[src/rtl/cbg_pkg.sv]
package cbg_pkg;
  // Handshake states of the gating sequencer
  typedef enum logic [1:0] {
    GS_RUN  = 2'd0,  // processor clocked, bus not requested
    GS_ASK  = 2'd1,  // bus requested, still clocked
    GS_HELD = 2'd2   // bus granted, processor clock off
  } gate_state_e;

  localparam int unsigned FRAME_LEN_DEF = 31;
  localparam int unsigned WIDTH_BITS_DEF = 5;
  localparam int unsigned SYNC_STAGES_DEF = 2;
endpackage

[src/rtl/cbg_tick_sync.sv]
module cbg_tick_sync #(
  parameter int unsigned STAGES = 2
) (
  input  logic clk,
  input  logic rst_n,
  input  logic async_i,
  output logic rise_o
);
  logic [STAGES-1:0] chain_q;
  logic              last_q;

  always_ff @(posedge clk or negedge rst_n) begin
    if (!rst_n) chain_q[0] <= 1'b0;
    else        chain_q[0] <= async_i;
  end

  genvar g;
  generate
    for (g = 1; g < STAGES; g++) begin : g_stage
      always_ff @(posedge clk or negedge rst_n) begin
        if (!rst_n) chain_q[g] <= 1'b0;
        else        chain_q[g] <= chain_q[g-1];
      end
    end
  endgenerate

  always_ff @(posedge clk or negedge rst_n) begin
    if (!rst_n) last_q <= 1'b0;
    else        last_q <= chain_q[STAGES-1];
  end

  assign rise_o = chain_q[STAGES-1] & ~last_q;
endmodule

[src/rtl/cbg_frame.sv]
module cbg_frame #(
  parameter int unsigned FRAME_LEN  = 31,
  parameter int unsigned WIDTH_BITS = 5
) (
  input  logic                  clk,
  input  logic                  rst_n,
  input  logic                  tick_i,
  input  logic                  active_i,
  input  logic                  restart_i,
  input  logic [WIDTH_BITS-1:0] width_now_i,
  input  logic [WIDTH_BITS-1:0] width_next_i,
  output logic                  want_off_o
);
  localparam logic [WIDTH_BITS-1:0] LAST_POS = WIDTH_BITS'(FRAME_LEN - 1);
  localparam logic [WIDTH_BITS-1:0] FULL_W   = WIDTH_BITS'(FRAME_LEN);

  logic [WIDTH_BITS-1:0] pos_q;
  logic [WIDTH_BITS-1:0] burst_q;

  always_ff @(posedge clk or negedge rst_n) begin
    if (!rst_n) begin
      pos_q   <= '0;
      burst_q <= '0;
    end else if (restart_i) begin
      pos_q   <= '0;
      burst_q <= width_now_i;
    end else if (tick_i) begin
      if (pos_q == LAST_POS) begin
        pos_q   <= '0;
        burst_q <= width_next_i;
      end else begin
        pos_q <= pos_q + 1'b1;
      end
    end
  end

  assign want_off_o = active_i && (burst_q < FULL_W) && (pos_q >= burst_q);
endmodule

[src/rtl/cbg_handshake.sv]
module cbg_handshake
  import cbg_pkg::*;
(
  input  logic clk,
  input  logic rst_n,
  input  logic want_off_i,
  input  logic gnt_i,
  input  logic dma_busy_i,
  output logic clk_en_o,
  output logic req_o
);
  gate_state_e st_q, st_d;

  always_comb begin
    st_d = st_q;
    unique case (st_q)
      GS_RUN:  if (want_off_i) st_d = GS_ASK;
      GS_ASK:  if (!want_off_i) st_d = GS_RUN;
               else if (gnt_i) st_d = GS_HELD;
      GS_HELD: if (!want_off_i && !dma_busy_i) st_d = GS_RUN;
      default: st_d = GS_RUN;
    endcase
  end

  always_ff @(posedge clk or negedge rst_n) begin
    if (!rst_n) st_q <= GS_RUN;
    else        st_q <= st_d;
  end

  // Outputs come straight from the state flop, so they change only after a rising edge
  assign clk_en_o = (st_q != GS_HELD);
  assign req_o    = (st_q != GS_RUN);
endmodule

[src/rtl/cpu_burst_gate.sv]
module cpu_burst_gate
  import cbg_pkg::*;
#(
  parameter int unsigned FRAME_LEN   = FRAME_LEN_DEF,
  parameter int unsigned WIDTH_BITS  = WIDTH_BITS_DEF,
  parameter int unsigned SYNC_STAGES = SYNC_STAGES_DEF
) (
  input  logic                  clk,
  input  logic                  rst_n,
  input  logic                  ref_clk_i,
  input  logic                  ctl_wr_i,
  input  logic                  ctl_en_i,
  input  logic [WIDTH_BITS-1:0] ctl_width_i,
  input  logic                  wake_i,
  input  logic                  bus_gnt_i,
  input  logic                  dma_busy_i,
  output logic                  cpu_clk_en_o,
  output logic                  bus_req_o,
  output logic                  thr_active_o
);
  logic                  active_q;
  logic [WIDTH_BITS-1:0] width_pend_q;
  logic                  tick;
  logic                  restart;
  logic                  want_off;

  // First arming of the throttle restarts the frame; a wake-up overrides the write
  assign restart = ctl_wr_i && ctl_en_i && !active_q && !wake_i;

  always_ff @(posedge clk or negedge rst_n) begin
    if (!rst_n) begin
      active_q     <= 1'b0;
      width_pend_q <= '0;
    end else begin
      if (wake_i)        active_q <= 1'b0;
      else if (ctl_wr_i) active_q <= ctl_en_i;
      if (ctl_wr_i)      width_pend_q <= ctl_width_i;
    end
  end

  cbg_tick_sync #(.STAGES(SYNC_STAGES)) u_sync (
    .clk     (clk),
    .rst_n   (rst_n),
    .async_i (ref_clk_i),
    .rise_o  (tick)
  );

  cbg_frame #(.FRAME_LEN(FRAME_LEN), .WIDTH_BITS(WIDTH_BITS)) u_frame (
    .clk          (clk),
    .rst_n        (rst_n),
    .tick_i       (tick),
    .active_i     (active_q),
    .restart_i    (restart),
    .width_now_i  (ctl_width_i),
    .width_next_i (width_pend_q),
    .want_off_o   (want_off)
  );

  cbg_handshake u_hs (
    .clk        (clk),
    .rst_n      (rst_n),
    .want_off_i (want_off),
    .gnt_i      (bus_gnt_i),
    .dma_busy_i (dma_busy_i),
    .clk_en_o   (cpu_clk_en_o),
    .req_o      (bus_req_o)
  );

  assign thr_active_o = active_q;
endmodule

[config.mk]
export PLATFORM = sky130hd
export DESIGN_NAME = cpu_burst_gate
export DESIGN_NICKNAME = d
export VERILOG_FILES = /design/src/rtl/cbg_pkg.sv /design/src/rtl/cbg_tick_sync.sv /design/src/rtl/cbg_frame.sv /design/src/rtl/cbg_handshake.sv /design/src/rtl/cpu_burst_gate.sv
export SDC_FILE = /design/constraint.sdc
export NUM_CORES = 1
export LEC_CHECK = 0
export CORE_MARGIN = 5
export CORE_UTILIZATION = 45
export DETAILED_ROUTE_END_ITERATION = 7
export PLACE_DENSITY = 0.7
export SLEW_MARGIN = 20
export SYNTH_ARGS = -nofsm -noshare
export SYNTH_HDL_FRONTEND = slang
export SYNTH_SLANG_ARGS = --single-unit
[constraint.sdc]
create_clock -name clk -period 1.62 [get_ports clk]
set_clock_uncertainty 0.05 [all_clocks]
set_input_delay 0.324 -clock clk [delete_from_list [all_inputs] [get_ports clk]]
set_output_delay 0.324 -clock clk [all_outputs]
set_load 0.01 [all_outputs]
==> qor.csv <==
stage;metric;value;unit
power;peakVddDrop;0.693;mV
layout;synthToLayoutAreaGrowth;27.0;%
floorplan;fp.dieW;58.8;um
detailed_routing;drt-initial-drc-count;11;
placement;place_area;0.00126;mm2
power;p_sw_share;32.1;%
cts;worst_skew_pair.late_latency;0.32;ns
timing;fin_ws;0.0724;ns
setup_path;required;1.25;ns
timing;hold_viol_final;0;
floorplan;rows;17;
layout;layoutNonFillerInstCount;156;
yosys;syn_inst;101;
timing;worst_pin_slew;0.416;ns
global_route;grtUsageTotal;14.1;%
detailed_routing;detail_route.wl_per_cell;14.0;um
timing;clock.fmax;646;MHz
status;status;finished clean;
placement;portBuffers;15;
placement;dp.cells;146;
timing;slew-limit-headroom;72.2;%
detailed_routing;antenna_left;0;
detailed_routing;vias;815;
yosys;synth_seq_cells;21;
setup_path;crit_type;flip-flop to output port;
setup_path;critPathCaptureType;output port;
floorplan;fp.dieH;58.8;um
setup_path;cp_num_buf_inv;1;
min_path;min_path_type;input port to async pin;
yosys;ys_warn_count;0;
layout;design_area;0.00136;mm2
setup_path;crit_chain;or2_2 > buf_2;
yosys;yosysSeqAreaShare;49.1;%
cts;cts_buffers;3;
placement;hpwl;1520;um
detailed_routing;routed_wl;2190;um
layout;drive_above_1_share;23.4;%
power;p_comb_share;28.6;%
cts;clockBufferDepth;2;
setup_path;r2r-start;u_frame.pos_q[0]$_DFFE_PN0P_;
yosys;ys.flop_type;dfrtp_1;
power;power.leakage;0.615;nW
yosys;synth.avg_cell_area;10.6;um2
setup_path;crit_slowest_cell;dfrtp_1;
detailed_routing;avgViaCountPerCell;5.22;
placement;gp_congestion;0.785;
timing;fin_crit_sh;95.5;%
flow_run;maxCapViolCount;0;
setup_path;reg2regPathDepth;7;
layout;fillCellCount;201;
setup_path;max_stage_delay;0.44;ns
yosys;async_reset_ff_share;100;%
floorplan;io_pins;16;
power;p_seq_share;50.3;%
timing;rsz0062_at_grt;false;
power;p_per_area;950;mW/mm2
setup_path;startpoint_type;flip-flop;
global_route;antenna_found_initial;0;
yosys;netlist_area;0.00107;mm2
floorplan;start_util;48.0;%
power;p_int;0.877;mW
global_route;grt-ovfl-total;0;
timing;whs;0.280;ns
global_route;grt_pass1_wl;3750;um
setup_path;cp_top_family;flip-flops;
cts;cts-htree-levels;1;
detailed_routing;drcViolationCount;0;
global_route;grt_max_degree;22;
floorplan;core;0.00223;mm2
global_route;first_global_vias;838;
timing;setup_viol;0;
timing;period_minus_slack;1.55;ns
yosys;syn-num-nets;121;
setup_path;r2r_end;u_hs.st_q[1]$_DFFE_PN0P_;
cts;clock-sinks;21;
setup_path;arrival;1.17;ns
setup_path;ff2ff_setup_slack;0.10;ns
yosys;synth_cell_type_count;31;
timing;drv_slew;0;
layout;num-nets-final;149;
cts;cts_tree;built;
setup_path;path_max_fanout;4;
placement;dp_slack;-0.00399;ns
cts;clk_pin_slew_worst_paths;0.13;ns
power;switchingPower;0.415;mW
cts;cts_root_buf;clkbuf_4;
power;p_clk_share;21.1;%
detailed_routing;dr.pass1.iters;4;
floorplan;dieArea;0.00346;mm2
layout;num_antenna_cells;0;
yosys;synth-edff-count;0;
==> power by group through the flow <==
| stage | registers [mW] | clock network (mW) | logic (mW) |
|---|---|---|---|
| finish | 0.650 | 0.272 | 0.370 |
| global route | 0.658 | 0.315 | 0.423 |
| CTS | 0.648 | 0.287 | 0.323 |
| detailed placement | 0.660 | 0 | 0.314 |
| global placement | 0.655 | 0 | 0.301 |
| floorplan | 0.650 | 0 | 0.201 |
==> cells in the final DEF (no fill, tap or decap), types with 2 or more instances in the layout <==
cell / count
nand4_1: 2
o21ai_0: 4
clkdlybuf4s50_1: 12
nand2b_1: 3
nand2_1: 8
nor2_1: 10
inv_2: 2
clkbuf_4: 3
ha_1: 6
buf_4: 9
dfrtp_1: 21
mux2_2: 5
a21oi_1: 11
mux2i_1: 2
inv_1: 3
==> cell usage after synthesis (all sizes together), types with 2 or more instances <==
cell type	instances	share of area (%)
nand4	3	2.3
a211oi	2	1.4
nand2b	3	1.8
ha	7	8.2
inv	5	1.8
o21ai	6	3.2
buf	2	2.1
mux2i	2	1.9
a21oi	11	5.1
nor2	11	4.6
mux2	5	5.3
nand2	8	2.8
dfrtp	21	49
==> sequential cells by signal, summed over array words and instances, names as in the netlist <==
| signal | flops |
|---|---|
| u_frame.burst_q | 5 |
| u_frame.pos_q | 5 |
| width_pend_q | 5 |
| u_hs.st_q | 2 |
| u_sync.chain_q | 2 |
| thr_active_o | 1 |
| u_sync.last_q | 1 |
==> stage by stage <==
| stage | util [%] | setup TNS (ns) | power [mW] |
|---|---|---|---|
| final | 60.9 | 0 | 1.29 |
| after CTS | 58.3 | 0 | 1.26 |
| after global routing | 60.9 | 0 | 1.40 |
| after detailed placement | 56.6 | -0.00399 | 0.974 |
| after global placement | 56.6 | 0 | 0.956 |
| after floorplan | - | 0 | 0.852 |
==> area by class of cell <==
type                       count  area [um2]  area share (%)
tap                           28        35.0            2.58
clock inverter                 1        7.51           0.552
sequential                    21         526            38.6
timing repair buffer          24         214            15.7
clock buffer                   3        22.5            1.66
inverter                       5        18.8            1.38
multi-input combinational     74         537            39.5
==> cells by family after synthesis <==
| kind of cell | after synthesis | share of synthesized area (%) |
|---|---|---|
| multiplexers | 7 | 7.13 |
| buffers and inverters | 7 | 3.86 |
| adder cells (fa/ha/maj) | 7 | 8.18 |
| AO/OA/AOI/OAI | 25 | 13.8 |
| AND/OR/NAND/NOR | 34 | 18.0 |
| flip-flops | 21 | 49.1 |
==> layer usage <==
| layer | vias to the layer above | wire length (um) | global-route usage, % |
|---|---|---|---|
| met5 | - | 0 | 0 |
| met4 | 0 | 31 | 4.53 |
| met3 | 4 | 71 | 5.04 |
| met2 | 9 | 1140 | 24.1 |
| met1 | 387 | 941 | 16.5 |
| li1 | 415 | - | - |
==> repair_timing <==
action,in CTS,in global routing
endpoints found under the setup margin,5,9
gates cloned,0,1
setup buffers,2,3
gates resized for setup,6,6
pin swaps,0,3
hold buffers,0,0
==> how the worst max path moves through the flow <==
| stage | start | endpoint | slack, ns | depth (start not counted) |
|---|---|---|---|---|
| finish | u_hs.st_q[1]$_DFFE_PN0P_ | bus_req_o | 0.07 | 2 |
| global route | u_frame.pos_q[0]$_DFFE_PN0P_ | u_hs.st_q[1]$_DFFE_PN0P_ | 0.003 | 7 |
| CTS | u_frame.pos_q[0]$_DFFE_PN0P_ | u_frame.burst_q[1]$_DFFE_PN0P_ | 0.001 | 7 |
| detailed placement | u_frame.pos_q[0]$_DFFE_PN0P_ | u_hs.st_q[0]$_DFFE_PN0P_ | -0.004 | 7 |
| global placement | u_frame.pos_q[0]$_DFFE_PN0P_ | u_hs.st_q[0]$_DFFE_PN0P_ | 0.05 | 7 |
| floorplan | u_frame.pos_q[2]$_DFFE_PN0P_ | u_hs.st_q[1]$_DFFE_PN0P_ | 0.14 | 6 |
No activity file was read; power rests on OpenSTA's default activity.
